**config.mk**
```make
export PLATFORM = sky130hd
export DESIGN_NAME = nco_tod_timer
export DESIGN_NICKNAME = d
export VERILOG_FILES = /design/src/rtl/nco_tod_pkg.sv /design/src/rtl/nco_tod_accum.sv /design/src/rtl/nco_tod_regs.sv /design/src/rtl/nco_tod_timer.sv
export SDC_FILE = /design/constraint.sdc
export NUM_CORES = 1
export LEC_CHECK = 0
export ABC_AREA = 1
export BUFFER_PORTS_ARGS = -buffer_cell sky130_fd_sc_hd__buf_2
export CAP_MARGIN = 20
export CORE_ASPECT_RATIO = 1.75
export CORE_MARGIN = 2
export CORE_UTILIZATION = 55
export DETAILED_ROUTE_END_ITERATION = 6
export PLACE_DENSITY = 0.8
export SLEW_MARGIN = 30
export SYNTH_ARGS = -nofsm -noshare
export SYNTH_HDL_FRONTEND = slang
export SYNTH_SLANG_ARGS = --single-unit
```
**constraint.sdc**
```tcl
create_clock -name clk_i -period 2.45 [get_ports clk_i]
set_input_delay 0.3675 -clock clk_i [delete_from_list [all_inputs] [get_ports clk_i]]
set_output_delay 0.3675 -clock clk_i [all_outputs]
set_load 0.02 [all_outputs]
```
**src/rtl/nco_tod_pkg.sv**
```systemverilog
package nco_tod_pkg;
  localparam int unsigned NS_W_D   = 44;
  localparam int unsigned FRAC_W_D = 28;
  localparam int unsigned DATA_W_D = 32;
  localparam int unsigned FINE_W_D = 4;
  localparam int unsigned TOP_WR_LSB_D = 8;

  typedef enum logic [1:0] {
    REG_FINE = 2'd0,
    REG_MID  = 2'd1,
    REG_TOP  = 2'd2,
    REG_INC  = 2'd3
  } reg_idx_e;
endpackage

```
**src/rtl/nco_tod_accum.sv**
```systemverilog
module nco_tod_accum #(
  parameter int unsigned NS_W   = 44,
  parameter int unsigned FRAC_W = 28,
  parameter int unsigned INC_W  = 32
) (
  input  logic              clk_i,
  input  logic              rst_ni,
  input  logic [INC_W-1:0]  inc_i,
  input  logic              load_i,
  input  logic [NS_W-1:0]   load_ns_i,
  output logic [NS_W-1:0]   ns_o
);
  localparam int unsigned ACC_W = NS_W + FRAC_W;

  logic [ACC_W-1:0] acc_q;

  // Modulo 2^ACC_W sum gives the 2^44 ns wrap for free
  always_ff @(posedge clk_i or negedge rst_ni) begin
    if (!rst_ni)     acc_q <= '0;
    else if (load_i) acc_q <= {load_ns_i, {FRAC_W{1'b0}}};
    else             acc_q <= acc_q + ACC_W'(inc_i);
  end

  assign ns_o = acc_q[ACC_W-1:FRAC_W];

  AST_LOAD_COMMIT: assert property (@(posedge clk_i) disable iff (!rst_ni)
    load_i |=> ns_o == $past(load_ns_i));

  AST_HALT_HOLDS: assert property (@(posedge clk_i) disable iff (!rst_ni)
    (!load_i && inc_i == '0) |=> $stable(ns_o));

  AST_STEP_BOUND: assert property (@(posedge clk_i) disable iff (!rst_ni)
    !load_i |=> NS_W'(ns_o - $past(ns_o)) <= NS_W'($past(inc_i) >> FRAC_W) + NS_W'(1));
endmodule

```
**src/rtl/nco_tod_regs.sv**
```systemverilog
module nco_tod_regs import nco_tod_pkg::*; #(
  parameter int unsigned NS_W       = 44,
  parameter int unsigned FINE_W     = 4,
  parameter int unsigned DATA_W     = 32,
  parameter int unsigned TOP_WR_LSB = 8
) (
  input  logic              clk_i,
  input  logic              rst_ni,
  input  logic              wr_en_i,
  input  logic              rd_en_i,
  input  logic [1:0]        idx_i,
  input  logic [DATA_W-1:0] wdata_i,
  input  logic [NS_W-1:0]   ns_i,
  output logic [DATA_W-1:0] rdata_o,
  output logic [DATA_W-1:0] inc_o,
  output logic              load_o,
  output logic [NS_W-1:0]   load_ns_o
);
  localparam int unsigned MID_W = DATA_W;
  localparam int unsigned TOP_W = NS_W - FINE_W - MID_W;

  logic [FINE_W-1:0] fine_stg_q;
  logic [MID_W-1:0]  mid_stg_q;
  logic [MID_W-1:0]  snap_mid_q;
  logic [DATA_W-1:0] inc_q;
  logic [DATA_W-1:0] rdata_q;
  logic [DATA_W-1:0] rd_mux;
  logic              wr_fine, wr_mid, wr_inc, rd_top;

  assign wr_fine = wr_en_i && (idx_i == REG_FINE);
  assign wr_mid  = wr_en_i && (idx_i == REG_MID);
  assign wr_inc  = wr_en_i && (idx_i == REG_INC);
  assign load_o  = wr_en_i && (idx_i == REG_TOP);
  assign rd_top  = rd_en_i && (idx_i == REG_TOP);

  // Top byte rides in the second byte lane on writes
  assign load_ns_o = {wdata_i[TOP_WR_LSB +: TOP_W], mid_stg_q, fine_stg_q};

  always_ff @(posedge clk_i or negedge rst_ni) begin
    if (!rst_ni) begin
      fine_stg_q <= '0;
      mid_stg_q  <= '0;
      inc_q      <= '0;
    end else begin
      if (wr_fine) fine_stg_q <= wdata_i[FINE_W-1:0];
      if (wr_mid)  mid_stg_q  <= wdata_i[MID_W-1:0];
      if (wr_inc)  inc_q      <= wdata_i;
    end
  end

  always_comb begin
    unique case (idx_i)
      REG_FINE: rd_mux = DATA_W'(ns_i[FINE_W-1:0]);
      REG_MID:  rd_mux = snap_mid_q;
      REG_TOP:  rd_mux = DATA_W'(ns_i[NS_W-1 -: TOP_W]);
      default:  rd_mux = inc_q;
    endcase
  end

  always_ff @(posedge clk_i or negedge rst_ni) begin
    if (!rst_ni) begin
      snap_mid_q <= '0;
      rdata_q    <= '0;
    end else begin
      if (rd_top)  snap_mid_q <= ns_i[FINE_W +: MID_W];
      if (rd_en_i) rdata_q    <= rd_mux;
    end
  end

  assign rdata_o = rdata_q;
  assign inc_o   = inc_q;

  AST_TOP_ZERO_EXT: assert property (@(posedge clk_i) disable iff (!rst_ni)
    rd_top |=> rdata_o[DATA_W-1:TOP_W] == '0);

  AST_INC_STABLE: assert property (@(posedge clk_i) disable iff (!rst_ni)
    !wr_inc |=> $stable(inc_o));

  AST_READ_HOLD: assert property (@(posedge clk_i) disable iff (!rst_ni)
    !rd_en_i |=> $stable(rdata_o));
endmodule

```
**src/rtl/nco_tod_timer.sv**
```systemverilog
module nco_tod_timer import nco_tod_pkg::*; #(
  parameter int unsigned NS_W       = NS_W_D,
  parameter int unsigned FRAC_W     = FRAC_W_D,
  parameter int unsigned DATA_W     = DATA_W_D,
  parameter int unsigned FINE_W     = FINE_W_D,
  parameter int unsigned TOP_WR_LSB = TOP_WR_LSB_D
) (
  input  logic              clk_i,
  input  logic              rst_ni,
  input  logic              wr_en_i,
  input  logic              rd_en_i,
  input  logic [1:0]        idx_i,
  input  logic [DATA_W-1:0] wdata_i,
  output logic [DATA_W-1:0] rdata_o,
  output logic [NS_W-1:0]   time_o
);
  logic [DATA_W-1:0] inc;
  logic              load;
  logic [NS_W-1:0]   load_ns;
  logic [NS_W-1:0]   ns;

  nco_tod_regs #(
    .NS_W(NS_W), .FINE_W(FINE_W), .DATA_W(DATA_W), .TOP_WR_LSB(TOP_WR_LSB)
  ) u_regs (
    .clk_i(clk_i), .rst_ni(rst_ni), .wr_en_i(wr_en_i), .rd_en_i(rd_en_i),
    .idx_i(idx_i), .wdata_i(wdata_i), .ns_i(ns), .rdata_o(rdata_o),
    .inc_o(inc), .load_o(load), .load_ns_o(load_ns)
  );

  nco_tod_accum #(
    .NS_W(NS_W), .FRAC_W(FRAC_W), .INC_W(DATA_W)
  ) u_accum (
    .clk_i(clk_i), .rst_ni(rst_ni), .inc_i(inc), .load_i(load),
    .load_ns_i(load_ns), .ns_o(ns)
  );

  assign time_o = ns;
endmodule

```
==> out/qor.csv, run 1 <==
metric;value;unit
status;completed;
Root Driver;clkbuf_16;
Comb power frac;44.5;%
worst path arrival time;2.83;ns
synth unique cells;36;
sequential share of the synthesized area;41.5;%
DR vias/cell;5.60;
Sequential Power Share;31.9;%
Num CTS Buffers;21;
total congestion overflow;0;
internal power;8.74;mW
setup TNS;0;ns
# setup viols final;0;
Finished Cell Area;14300;um^2
worst-path fanout max;5;
Synth Area in Simple Gates;33.7;%
RSZ-0062 raised after global routing;yes;
placer congestion estimate;1.05;
CTS tree;yes;
Hold Path Class;in2reg;
DR pass1 iterations;5;
clock power share;23.6;%
vias;12300;
fill cell count;2004;
ys flop type;dfrtp_1;
share of cells above drive strength 1;17.6;%
largest net degree at the start of global routing;70;
Post-Synth XOR/XNOR Area;0.498;%
worst slew pin tran;0.650;ns
Setup CP Type;reg2reg;
FF+latch area;5110;um^2
number of port buffers;113;
initial antenna violation count;1;
Row Count;72;
top post-synthesis cells by area;dfrtp_1 (41%), nand2_1 (19%), inv_1 (7.7%);
clk sinks;204;
Tmin final;2.37;ns
Critical-path top delay cell;dfrtp_1;
EDFF count, synth;0;
Area growth, synth to finish;16.1;%
Total Power;15.4;mW
peak per-stage delay on the critical path;0.41;ns
CP Cell Sequence;ha_1 > nand2_1 > buf_4 > nor2_1 > nand3_1 > nand2_2 > nand2_1 > nand2_2 > a21oi_1 > buf_4 > xnor2_1 > nand2_1 > nand2_1;
FMAX;421;MHz
dpl cells;2159;
post-synthesis adder-cell area fraction;3.42;%
largest family of logic cells by synthesized area;simple AND/OR/NAND/NOR gates;
relative slew slack;56.7;%
# H-tree levels;1;
drt total wl;46000;um
clk_lat worst skew;0.52;ns
max-cap violations;0;
Pins Over Slew Limit;0;
initial drt markers;1156;
mapped cell area;12300;um^2
vias in the first global route;12200;
largest area contributor in the netlist;dfrtp_1;
flops & latches, synth;204;
num ports;114;
grt met3 use;5.88;%
most used cell, CP;nand2_1;
CP Data Required Time;2.91;ns
Clock Pin Slew Worst Setup and Hold Paths;0.07;ns
Max Clock Skew;0.0107;ns
Detailed Place HPWL;36200;um
core region area;22100;um^2
r2r setup slk;0.08;ns
met1 Usage GRT;42.8;%
fin cells;2198;
final period utilization;96.9;%
Hold Fails Final Rpt;0;
syn_area_per_cell;6.98;um^2
met2 Resource Use GR;67.2;%
Setup crit start kind;register;
NetSw;6.64;mW
DRC viols;0;
Die Span Y;202;um
maximum VDD drop;0.000912;V
total track usage;39.6;%
Cells after Synth;1763;
pwr/cell area;1080;nW/um^2
wire length per cell;20.9;um
post-synthesis compound-gate area fraction;8.76;%
switching share of power;43.2;%
die area;23600;um^2
most used routing layer;met2;
final net count;1958;
chip width;117;um
syn nets;1834;
Starting Density;55.7;%
post-synthesis mux area share;0;%
Leakage;7.65;nW
area of the multi-input gates;5840;um^2
Post-DRT Antenna Nets;0;
share of the synthesized area in the top cell type;41.5;%
first-pass GRT wire length;68900;um
post-placement cell area;13400;um^2
Yosys Warn Count;0;
Layout Utilization;64.7;%
post-synthesis async set-or-reset flop share;100;%
crit end category;register;
clk buf depth;3;
==> power groups by stage <==
stage / Sequential (mW) / Combinational (mW) / Clock [mW]
after floorplan: 4.77 / 4.17 / 0
after global placement: 4.86 / 6.54 / 0
after detailed placement: 4.90 / 6.61 / 0
after CTS: 4.84 / 6.68 / 3.64
after global routing: 4.97 / 7.42 / 3.78
final: 4.90 / 6.85 / 3.63
==> cell usage in the layout, fill, tap and decap left out, drive strengths merged, types with 5 or more instances in the layout <==
cell type	n
a21oi	34
a221oi	8
a31oi	25
buf	187
bufinv	5
clkbuf	25
clkinv	7
dfrtp	204
ha	32
inv	260
nand2	654
nand3	120
nand4	21
nor2	142
nor3	19
o21ai	133
==> per-stage QoR <==
step                setup slack [ns]  hold slack [ns]
floorplan                      0.490           0.0719
global placement              -0.138            0.373
detailed placement            -0.186            0.378
CTS                           0.0240           0.0827
global route                -0.00635            0.110
finish                        0.0751           0.0933
==> synthesized netlist by cell type, types with 2 or more instances <==
master,n
nand2_1,627
inv_1,252
dfrtp_1,204
o21ai_0,133
nor2_1,113
nand3_1,105
buf_4,45
clkbuf_1,36
a21oi_1,34
ha_1,32
nand2_2,27
nor2_2,27
a31oi_1,25
nand4_1,21
nor3_1,16
nand3_2,15
a221oi_1,8
inv_2,8
buf_2,4
xnor2_1,4
nand3b_1,3
nor3_2,3
xor2_1,3
and2_1,2
and3_1,2
buf_1,2
nor2_4,2
nor4_1,2
==> state kept, by name (all words and copies together) (netlist names) <==
signal	cells
u_accum.acc_q	72
u_regs.inc_o	32
u_regs.mid_stg_q	32
u_regs.rdata_o	32
u_regs.snap_mid_q	32
u_regs.fine_stg_q	4
==> routing by layer <==
layer	vias to the layer above	part of all wire, %
met1	5811	34
li1	5728	-
met5	-	0
met3	201	6.3
met2	563	49
met4	0	10
==> kinds of logic (layout without fill, tap and decap cells) <==
| group | count (synthesis) | count (layout) |
|---|---|---|
| simple gates | 968 | 968 |
| buf+inv | 349 | 487 |
| flops | 204 | 204 |
| compound gates | 202 | 202 |
| fa+ha+maj | 33 | 33 |
| xor+xnor | 7 | 7 |
| other cells | 0 | 1 |
==> layout make-up <==
cell class	instances	share of cell area, %
Antenna cell	1	0.0175
Clock buffer	24	3.97
Clock inverter	13	1.39
Inverter	261	6.86
Multi-Input combinational cell	1210	40.9
Sequential cell	204	35.8
Tap cell	296	2.59
Timing Repair Buffer	189	8.56
==> worst paths after layout <==
kind / from / endpoint / cells past startpoint
worst max-delay path: u_regs.inc_o[6] / u_accum.acc_q[31] / 13
worst min-delay path: wdata_i[10] / u_accum.acc_q[66] / 3
worst max register to register: u_regs.inc_o[6] / u_accum.acc_q[31] / 13
worst min register to register: u_regs.mid_stg_q[31] / u_accum.acc_q[63] / 2
max in group asynchronous: rst_ni / u_regs.inc_o[0] / 3
min in group asynchronous: rst_ni / u_regs.rdata_o[19] / 2
==> repair_timing <==
action / 4_1_cts / 5_1_grt
gates resized for setup: 7 / 20
endpoints found under the hold margin: 51 / 0
pin swaps: 1 / 1
hold buffers: 1 / 0
setup buffers: 0 / 0
endpoints found under the setup margin: 18 / 28
==> worst max-delay path, delay by kind of cell (launching register included) <==
| family | cells | cell delay (ns) |
|---|---|---|
| AOI/OAI and AO/OA | 1 | 0.10 |
| xor gates and xnor gates | 1 | 0.19 |
| adders and majority gates | 1 | 0.33 |
| buffers and inverters | 2 | 0.33 |
| DFF | 1 | 0.41 |
| and+or+nand+nor | 8 | 0.97 |
No activity file was read; power rests on OpenSTA's default activity.
==> inputs of run 2 (changes only) <==
- ABC_AREA: 1 -> 0
- CORE_UTILIZATION: 55 -> 54
- PLACE_DENSITY: 0.8 -> 0.82
- clock period: 2.45 -> 2.1 ns (I/O delays scaled with it)
==> run 2 against run 1 <==
The run now ends with negative setup slack left. Global-route usage fell by 5.1 points. Cell area shrank 0.90%. Worst hold slack lost 0.027 ns. Synthesized cell count shrank 44%. Combinational power grew 74%. Routed wire length is 15% lower. Non-clock buffer count rose by 116. Utilization up 9.0 points. Clock skew increased by 0.00093 ns. Die area is 12% lower. Synthesized area shrank 14%. Count of clock-buffer cells in the layout increased by 2.
==> out/qor.csv, run 2 <==
metric;value;unit
status;complete, but fails checks;
failing checks;negative setup slack;
sequential share of the synthesized area;48.4;%
worst-path fanout max;7;
largest area contributor in the netlist;dfrtp_1;
Max Clock Skew;0.0117;ns
Worst Reg2Reg Path Length in Cells;10;
top cells by count, synth;dfrtp_1 (204), mux2_2 (106), nand2_1 (83);
wire length per cell;26.5;um
Setup crit start kind;register;
die area;20700;um^2
core region area;19200;um^2
# H-tree levels;1;
num ports;114;
final period utilization;153;%
Total Power;21.4;mW
first-pass GRT wire length;54400;um
pwr/cell area;1510;nW/um^2
worst slew pin tran;0.627;ns
area of the multi-input gates;5810;um^2
fill cell count;1046;
worst path arrival time;3.57;ns
Hold Path Class;in2reg;
most frequent cells in the layout;dfrtp_1 (202), buf_4 (160), buf_2 (112);
share of the synthesized area in the top cell type;48.4;%
post-placement cell area;12400;um^2
Setup CP Type;reg2reg;
CP Data Required Time;2.45;ns
Detailed Place HPWL;21900;um
final net count;1299;
share of cells above drive strength 1;46.5;%
Worst Hold Slack;0.0659;ns
largest net degree at the start of global routing;54;
syn nets;1058;
syn_area_per_cell;10.7;um^2
Pins Over Slew Limit;0;
placer congestion estimate;1.00;
Num CTS Buffers;19;
hold path depth;2;
mapped cell area;10500;um^2
Post-DRT Antenna Nets;0;
clk buf depth;3;
synth unique cells;60;
number of port buffers;113;
relative slew slack;57.7;%
DR pass1 iterations;6;
EDFF count, synth;0;
vias;9783;
Biggest register;u_accum.acc_q;
Row Count;67;
post-synthesis async set-or-reset flop share;100;%
RSZ-0062 raised after global routing;yes;
initial drt markers;950;
top post-synthesis cells by area;dfrtp_1 (48%), mux2_2 (11%), ha_1 (3.8%);
FF+latch area;5110;um^2
crit end category;register;
Area growth, synth to finish;34.3;%
clk_lat worst skew;0.51;ns
Cells after Synth;987;
worst setup margin;-1.11;ns
total congestion overflow;0;
Root Driver;clkbuf_16;
Leakage;6.40;nW
Clock Pin Slew Worst Setup and Hold Paths;0.07;ns
Starting Density;54.9;%
drt total wl;39100;um
Finished Cell Area;14200;um^2
maximum VDD drop;0.000983;V
Hold Fails Final Rpt;0;
initial antenna violation count;0;
most common cell after layout, fill and taps aside;dfrtp_1;
chip width;110;um
flops & latches, synth;204;
Tmin final;3.21;ns
total track usage;34.5;%
top-count cell post-synth;dfrtp_1;
vias in the first global route;10100;
CTS tree;yes;
DRC viols;0;
# setup viols final;64;
DR vias/cell;6.62;
Yosys Warn Count;0;
max-cap violations;0;
n_diodes;0;
FMAX;311;MHz
clk sinks;204;
ys flop type;dfrtp_1;
Die Span Y;189;um
max FFs per register;72;
## run 2: metrics by stage
stage / std cells / setup WS (ns) / util [%] / TNS, ns
2_1_floorplan: 987 / -0.440 / - / -15.14
3_3_place_gp: 1416 / -0.695 / 64.6 / -26.82
3_5_place_dp: 1416 / -0.759 / 64.6 / -31.30
4_1_cts: 1464 / -0.656 / 71.2 / -27.27
5_1_grt: 1477 / -1.14 / 73.8 / -47.84
6_report: 1477 / -1.11 / 73.8 / -45.70
## run 2: path summary, 6_finish.rpt
check | slack, ns | start | end
max | -1.11 | u_regs.inc_o[10] | u_accum.acc_q[53]
min | 0.07 | wdata_i[26] | u_regs.mid_stg_q[26]
max reg2reg | -1.11 | u_regs.inc_o[10] | u_accum.acc_q[53]
min reg2reg | 0.49 | u_regs.mid_stg_q[4] | u_accum.acc_q[36]
max in group asynchronous | 1.02 | rst_ni | u_regs.inc_o[13]
min in group asynchronous | 0.35 | rst_ni | u_regs.inc_o[9]
## run 2: cells by family (layout without fill, tap and decap cells)
| group | after synthesis | after routing | synth area share, % |
|---|---|---|---|
| flip-flops | 204 | 204 | 48.4 |
| buffers and inverters | 118 | 367 | 5.80 |
| XOR/XNOR | 66 | 66 | 5.48 |
| AO/OA/AOI/OAI | 177 | 177 | 10.4 |
| multiplexers | 134 | 134 | 14.5 |
| AND/OR/NAND/NOR | 255 | 255 | 11.5 |
| adder cells (fa/ha/maj) | 33 | 33 | 3.99 |
## run 2: per-layer routing
metal / up-vias / routed length (um) / global-route usage (%)
li1: 3901 / - / -
met4: 0 / 3920 / 27.1
met3: 312 / 3720 / 5.82
met2: 819 / 19100 / 57.6
met1: 4751 / 12400 / 37.8
met5: - / 0 / 0
## run 2: critical path, cell delays in order, from the launching register on
cell       delay, ns
dfrtp_1         0.42
ha_1            0.48
nand2_1         0.20
a21oi_1         0.23
nand2_1         0.18
a31oi_4         0.28
o2111ai_4       0.17
a211o_4         0.47
nor3_4          0.21
xnor2_1         0.23
a21oi_1         0.17
## run 2: area by class of cell
type	count	share of cell area, %
Sequential cell	204	36.1
Multi-Input combinational cell	665	41.0
Timing Repair Buffer	305	15.7
Inverter	33	0.875
Tap cell	241	2.13
Clock buffer	26	3.90
Clock inverter	3	0.327
## run 2: where the power goes
| part | switching, mW | leakage [nW] | internal, mW |
|---|---|---|---|
| sequential | 0.939 | 2.46 | 5.08 |
| clock | 1.53 | 0.291 | 1.95 |
| combinational | 6.36 | 3.65 | 5.49 |
| total | 8.83 | 6.40 | 12.5 |
## run 2: timing repair
item	in CTS	in global routing
hold endpoints to repair	47	0
gates resized for setup	113	83
setup endpoints to repair	61	64
cloned	1	0
pin swaps	55	60
hold buffers	1	0
buffers inserted	18	18
